==> src/rtl/burst_seq_pkg.sv <==
package burst_seq_pkg;

  typedef enum logic {
    ORD_LINEAR = 1'b0,
    ORD_XOR    = 1'b1
  } order_e;

endpackage

==> src/rtl/burst_start_reg.sv <==
// Holds the start value of the current burst.
module burst_start_reg #(
  parameter int AW = 2
) (
  input  logic          clk,
  input  logic          rst,
  input  logic          load,
  input  logic [AW-1:0] ext_addr,
  output logic [AW-1:0] start_nxt,
  output logic [AW-1:0] start_q
);

  always_comb begin
    start_nxt = start_q;
    if (rst) begin
      start_nxt = '0;
    end else if (load) begin
      start_nxt = ext_addr;
    end
  end

  always_ff @(posedge clk) begin
    start_q <= start_nxt;
  end

endmodule

==> src/rtl/burst_beat_ctr.sv <==
// Beat counter: cleared by a load, stepped by an active-low advance.
module burst_beat_ctr #(
  parameter int AW = 2
) (
  input  logic          clk,
  input  logic          rst,
  input  logic          load,
  input  logic          adv_n,
  output logic [AW-1:0] beat_nxt,
  output logic [AW-1:0] beat_q
);

  localparam logic [AW-1:0] ONE = AW'(1);

  always_comb begin
    beat_nxt = beat_q;
    if (rst || load) begin
      beat_nxt = '0;
    end else if (!adv_n) begin
      beat_nxt = beat_q + ONE;
    end
  end

  always_ff @(posedge clk) begin
    beat_q <= beat_nxt;
  end

endmodule

==> src/rtl/burst_order_map.sv <==
// Maps a start value and beat count to an address in the chosen order.
module burst_order_map
  import burst_seq_pkg::*;
#(
  parameter int AW = 2
) (
  input  logic          order,
  input  logic [AW-1:0] start,
  input  logic [AW-1:0] beat,
  output logic [AW-1:0] addr
);

  logic [AW-1:0] lin_addr;
  logic [AW-1:0] xor_addr;

  assign lin_addr = start + beat;

  for (genvar b = 0; b < AW; b++) begin : g_xor_bit
    assign xor_addr[b] = start[b] ^ beat[b];
  end

  always_comb begin
    if (order_e'(order) == ORD_XOR) begin
      addr = xor_addr;
    end else begin
      addr = lin_addr;
    end
  end

endmodule

==> src/rtl/burst_addr_seq.sv <==
// Burst low-address sequencer: top level.
module burst_addr_seq #(
  parameter int AW = 2
) (
  input  logic          clk,
  input  logic          rst,
  input  logic          load,
  input  logic          adv_n,
  input  logic [AW-1:0] ext_addr,
  input  logic          order_sel,
  output logic [AW-1:0] addr_lo,
  output logic [AW-1:0] beat_idx
);

  logic [AW-1:0] start_nxt;
  logic [AW-1:0] start_q;
  logic [AW-1:0] beat_nxt;
  logic [AW-1:0] beat_q;
  logic [AW-1:0] addr_nxt;
  logic [AW-1:0] addr_q;

  burst_start_reg #(.AW(AW)) u_start (
    .clk       (clk),
    .rst       (rst),
    .load      (load),
    .ext_addr  (ext_addr),
    .start_nxt (start_nxt),
    .start_q   (start_q)
  );

  burst_beat_ctr #(.AW(AW)) u_beat (
    .clk      (clk),
    .rst      (rst),
    .load     (load),
    .adv_n    (adv_n),
    .beat_nxt (beat_nxt),
    .beat_q   (beat_q)
  );

  burst_order_map #(.AW(AW)) u_map (
    .order (order_sel),
    .start (start_nxt),
    .beat  (beat_nxt),
    .addr  (addr_nxt)
  );

  always_ff @(posedge clk) begin
    if (rst) begin
      addr_q <= '0;
    end else begin
      addr_q <= addr_nxt;
    end
  end

  assign addr_lo  = addr_q;
  assign beat_idx = beat_q;

  // start_q is only consumed through start_nxt; keep it observable.
  logic unused_start;
  assign unused_start = ^start_q;

endmodule

==> config.mk <==
export PLATFORM = sky130hd
export DESIGN_NAME = burst_addr_seq
export DESIGN_NICKNAME = d
export VERILOG_FILES = /design/src/rtl/burst_seq_pkg.sv /design/src/rtl/burst_start_reg.sv /design/src/rtl/burst_beat_ctr.sv /design/src/rtl/burst_order_map.sv /design/src/rtl/burst_addr_seq.sv
export SDC_FILE = /design/constraint.sdc
export NUM_CORES = 1
export LEC_CHECK = 0
export CORE_AREA = 4 4 41 43
export CTS_CLUSTER_SIZE = 30
export DETAILED_ROUTE_END_ITERATION = 6
export DIE_AREA = 0 0 45 47
export DONT_BUFFER_PORTS = 1
export GPL_TIMING_DRIVEN = 1
export MAX_ROUTING_LAYER = met4
export PLACE_DENSITY_LB_ADDON = 0.1
export SYNTH_ARGS = -nofsm -noshare
export SYNTH_HDL_FRONTEND = slang
export SYNTH_SLANG_ARGS = --single-unit
==> constraint.sdc <==
create_clock -name clk -period 2.06 [get_ports clk]
set_input_delay 0.412 -clock clk [delete_from_list [all_inputs] [get_ports clk]]
set_output_delay 0.412 -clock clk [all_outputs]
set_load 0.02 [all_outputs]
==> flow_summary_export.csv, run 1 <==
group,metric,value,unit
status,status,"finished, final reports clean",
floorplanning,rows,13,
final_layout,post-route-cell-area,279,um^2
global_routing,grt_use_total,5.31,%
final_layout,seqCellArea,120,um^2
sta,max_freq,564,MHz
cts,cts_tree,"built",
sta,finalCriticalPeriod,1770,ps
floorplanning,die_h,47,um
place,placed_area,256,um^2
worst_setup_path,critical_path_class,"register to register",
cts,clkSinkCount,6,
global_routing,grt_pass1_vias,178,
drt,antenna_left,0,
place,port_buffers,0,
sta,fin_crit_sh,86.1,%
final_layout,antenna_cells,0,
global_routing,overflow,0,
drt,drt_wl_total,460,um
floorplanning,coreArea,1300,um^2
sta,rsz0062_at_grt,"false",
cts,hold_buffers,0,
drt,vias,153,
floorplanning,dieArea,2120,um^2
final_layout,fill_cells,149,
final_layout,multi_input_area,118,um^2
final_layout,drive_gt1_share,20.8,%
run,drv_cap,0,
cts,clockRootBuffer,"clkbuf_4",
cts,cts.path.max_buffers,2,
cts,post-cts-setup-buffers,0,
worst_setup_path,crit_family,"simple AND/OR/NAND/NOR gates",
logic_synthesis,synth_cell_types,12,
sta,maxSlewHeadroom,74.8,%
logic_synthesis,seq_area_frac_synth,50.5,%
final_layout,final_nets,34,
drt,viasPerCell,3.92,
sta,finClkSkew,4.41,ps
sta,finalSetupViolCount,0,
logic_synthesis,yosys_warnings,0,
worst_setup_path,worstPathMaxFanout,3,
worst_setup_path,path_cells,"nor2b_1, nor4_1, ha_1, nand2b_1, xnor2_1, mux2_1",
final_layout,final_common_cell,"dfxtp_1",
logic_synthesis,syn_inst,21,
logic_synthesis,ys_seq_elements,6,
global_routing,antenna_found_initial,0,
worst_setup_path,worst-path-stages,6,
power_and_ir_drop,peakVddDrop,0.301,mV
power_and_ir_drop,p_per_area,903,nW/um^2
drt,drtPass1Iterations,1,
drt,routedWlPerCell,11.8,um
floorplanning,die_w,45,um
cts,cts-buffers-inserted,3,
min_path,hold_path_class,"input port to register",
floorplanning,start_util,18.3,%
drt,drtIter0Drc,0,
place,place.gp.congestion,0.621,
final_layout,final_cell_mix,"6 x dfxtp_1, 3 x nor2b_1, 3 x clkbuf_4",
cts,clk_pin_slew,50,ps
global_routing,grt_pass1_wl,703,um
drt,drc,0,
logic_synthesis,synth_area_per_cell,11.3,um^2
floorplanning,pin_count,11,
cts,ctsHtreeMaxLevel,1,
logic_synthesis,syn_nets,29,
sta,fin_setup_tns,0,ps
worst_setup_path,rr_worst_depth,6,
cts,clk_latency,240,ps
final_layout,syn2layout_area_growth,17.4,%
worst_setup_path,arrival,1900,ps
cts,cts-resized-gates,0,
worst_setup_path,startpoint_type,"register",
logic_synthesis,syn_area,238,um^2
sta,hold_viol,0,
sta,worstMarginPinSlew,375,ps
sta,drv_slew,0,
power_and_ir_drop,leakage,0.110,nW
worst_setup_path,cp.required,2180,ps
power_and_ir_drop,finalPower,0.000252,W
worst_setup_path,max_stage_delay,370,ps
min_path,holdPathStages,1,
worst_setup_path,cp_num_buf_inv,0,
worst_setup_path,cp_slowest_cell,"dfxtp_1",
worst_setup_path,end_kind,"register",
global_routing,grt_max_degree,7,
==> layout make-up <==
| type | count | area share (%) |
|---|---|---|
| Sequential cell | 6 | 43.0 |
| Multi-Input combinational cell | 15 | 42.2 |
| Clock buffer | 3 | 8.07 |
| Tap cell | 15 | 6.73 |
==> report_power, final <==
group           total, W  internal, W  switching [W]
Combinational  0.0000148   0.00000912     0.00000570
Sequential      0.000130     0.000123     0.00000704
Clock           0.000108    0.0000659      0.0000418
==> Yosys cell counts <==
| master | instances | area [um^2] |
|---|---|---|
| dfxtp_1 | 6 | 120 |
| nor2b_1 | 3 | 18.8 |
| mux2i_1 | 2 | 20.0 |
| xnor2_1 | 2 | 17.5 |
| ha_1 | 1 | 12.5 |
| mux2_1 | 1 | 11.3 |
| nand2b_1 | 1 | 6.26 |
| nor2_1 | 1 | 3.75 |
| nor2_2 | 1 | 6.26 |
| nor3_1 | 1 | 5.00 |
| nor4_1 | 1 | 6.26 |
| o21ba_2 | 1 | 10.0 |
==> cells by family (layout without fill, tap and decap cells) <==
family | count (synthesis) | in the layout | synth area share (%)
DFF | 6 | 6 | 50.5
xor gates and xnor gates | 2 | 2 | 7.37
buffers and inverters | 0 | 3 | 0
adders and majority gates | 1 | 1 | 5.26
AOI/OAI and AO/OA | 1 | 1 | 4.21
muxes | 3 | 3 | 13.2
and+or+nand+nor | 8 | 8 | 19.5
==> path summary, 6_finish.rpt <==
path,start,to,slack (ps)
worst max register to register,u_beat.beat_q[0]$_DFF_P_,addr_lo[1]$_SDFF_PP0_,290
worst min-delay path,rst,addr_lo[0]$_SDFF_PP0_,230
worst max-delay path,u_beat.beat_q[0]$_DFF_P_,addr_lo[1]$_SDFF_PP0_,290
worst min register to register,u_start.start_q[1]$_DFF_P_,u_start.start_q[1]$_DFF_P_,520
==> registers in the layout (all words and copies together) (netlist names) <==
register	count
addr_lo	2
u_beat.beat_q	2
u_start.start_q	2
==> routing by layer <==
layer / vias up / global-route usage [%] / share of wire, % / wire [um]
li1: 79 / - / - / -
met1: 65 / 4.57 / 41 / 190
met2: 7 / 6.78 / 45 / 209
met3: 2 / 3.45 / 12 / 57
met4: 0 / 7.02 / 0.87 / 4
met5: - / - / 0 / 0
==> stage by stage <==
step / setup WS, ps / instances / hold slack [ps] / utilization, %
floorplan: 422 / 21 / 482 / -
global placement: 246 / 36 / 491 / 19.7
detailed placement: 248 / 36 / 490 / 19.7
CTS: 239 / 39 / 227 / 21.4
global route: 145 / 39 / 228 / 21.4
finish: 287 / 39 / 235 / 21.4
(Power assumes the default switching activity.)
==> run 2, diff against run 1 <==
CTS_BUF_LIST = sky130_fd_sc_hd__clkbuf_4 sky130_fd_sc_hd__clkbuf_8 sky130_fd_sc_hd__clkbuf_16   (was unset)
PLACE_DENSITY_LB_ADDON = 0.05   (was 0.1)
==> run 2 against run 1 <==
Compared with the run above:
- worst hold slack worse by 1.1 ps
- final cell count unchanged
- sequential share of layout area unchanged
- fmax down 4.2%
- clock skew up 1.2 ps
- via count up 3.3%
- final area unchanged
- critical path depth unchanged
- critical path type unchanged
- largest power group unchanged
==> flow_summary_export.csv, run 2 (synthesis results as in run 1) <==
group,metric,value,unit
cts,ctsHtreeMaxLevel,1,
final_layout,final_cell_mix,"6 x dfxtp_1, 3 x nor2b_1, 3 x clkbuf_4",
sta,finClkSkew,5.61,ps
drt,drt_wl_total,494,um
final_layout,fill_cells,152,
worst_setup_path,startpoint_type,"register",
worst_setup_path,max_stage_delay,390,ps
drt,viasPerCell,4.05,
worst_setup_path,crit_family,"simple AND/OR/NAND/NOR gates",
floorplanning,pin_count,11,
floorplanning,coreArea,1300,um^2
cts,cts-buffers-inserted,3,
drt,antenna_left,0,
place,place.gp.congestion,0.587,
sta,finalSetupViolCount,0,
global_routing,grt_use_total,6.38,%
drt,drc,0,
global_routing,grt_pass1_vias,175,
min_path,hold_path_class,"input port to register",
drt,wl_met2,213,um
worst_setup_path,cp_num_buf_inv,0,
run,drv_cap,0,
place,hpwl,386,um
place,port_buffers,0,
worst_setup_path,path_cells,"nor2b_1, nor4_1, ha_1, nand2b_1, xnor2_1, mux2_1",
drt,highest_layer,"met4",
sta,fin_setup_tns,0,ps
worst_setup_path,critical_path_class,"register to register",
worst_setup_path,end_kind,"register",
global_routing,antenna_found_initial,0,
cts,clkSinkCount,6,
cts,clk_latency,240,ps
cts,post-cts-setup-buffers,0,
sta,max_freq,540,MHz
worst_setup_path,cp.required,2180,ps
floorplanning,start_util,18.3,%
final_layout,syn2layout_area_growth,17.4,%
power_and_ir_drop,p_per_area,899,nW/um^2
sta,rsz0062_at_grt,"false",
power_and_ir_drop,leakage,0.110,nW
cts,hold_buffers,0,
global_routing,grt_pass1_wl,779,um
final_layout,seqCellArea,120,um^2
drt,vias,158,
drt,drtIter0Drc,1,
drt,routedWlPerCell,12.7,um
floorplanning,die_h,47,um
cts,cts-resized-gates,0,
sta,hold_viol,0,
final_layout,drive_gt1_share,20.8,%
cts,clk_pin_slew,50,ps
global_routing,overflow,0,
status,status,"finished, final reports clean",
final_layout,antenna_cells,0,
sta,timing.hold.ws,234,ps
worst_setup_path,arrival,1970,ps
sta,worstMarginPinSlew,434,ps
drt,drtPass1Iterations,2,
drt,wl_met3,92,um
worst_setup_path,worstPathMaxFanout,3,
final_layout,multi_input_area,118,um^2
sta,fin_crit_sh,89.8,%
drt,met1_length,176,um
cts,clockRootBuffer,"clkbuf_4",
sta,maxSlewHeadroom,70.8,%
final_layout,final_common_cell,"dfxtp_1",
final_layout,final_nets,34,
worst_setup_path,cp_slowest_cell,"nor4_1",
power_and_ir_drop,peakVddDrop,0.218,mV
cts,cts.path.max_buffers,2,
sta,finalCriticalPeriod,1850,ps
floorplanning,dieArea,2120,um^2
sta,drv_slew,0,
global_routing,grt_max_degree,7,
cts,cts_tree,"built",
floorplanning,die_w,45,um
floorplanning,rows,13,
==> run 2: worst paths after layout <==
path	cells after the start	end	slack, ps	start
setup / recovery	6	addr_lo[1]$_SDFF_PP0_	210	u_beat.beat_q[0]$_DFF_P_
hold / removal	1	addr_lo[0]$_SDFF_PP0_	230	rst
setup reg to reg	6	addr_lo[1]$_SDFF_PP0_	210	u_beat.beat_q[0]$_DFF_P_
hold reg to reg	2	u_start.start_q[0]$_DFF_P_	520	u_start.start_q[0]$_DFF_P_
==> run 2: metal layers <==
metal  track usage (%)  up-vias
li1                  -       79
met1              5.28       69
met2              6.78        8
met3              6.13        2
met4              8.77        0
met5                 -        -
==> run 2: area by class of cell <==
type                            instances  share of cell area [%]
Sequential cell                         6                    43.0
Multi-Input combinational cell         15                    42.2
Clock buffer                            3                    8.07
Tap cell                               15                    6.73
==> run 2: stage by stage <==
stage          power [W]  util, %  area [um^2]  cells  worst slack [ps]
2_1_floorplan   0.000145        -          238     21               422
3_3_place_gp    0.000147     19.7          256     36               218
3_5_place_dp    0.000147     19.7          256     36               191
4_1_cts         0.000257     21.4          279     39               184
5_1_grt         0.000263     21.4          279     39              28.1
6_report        0.000251     21.4          279     39               209
==> run 2: power by group <==
part           internal (W)  switching [W]
Clock             0.0000658      0.0000406
Combinational    0.00000910     0.00000574
Sequential         0.000123     0.00000707
Total              0.000197      0.0000534
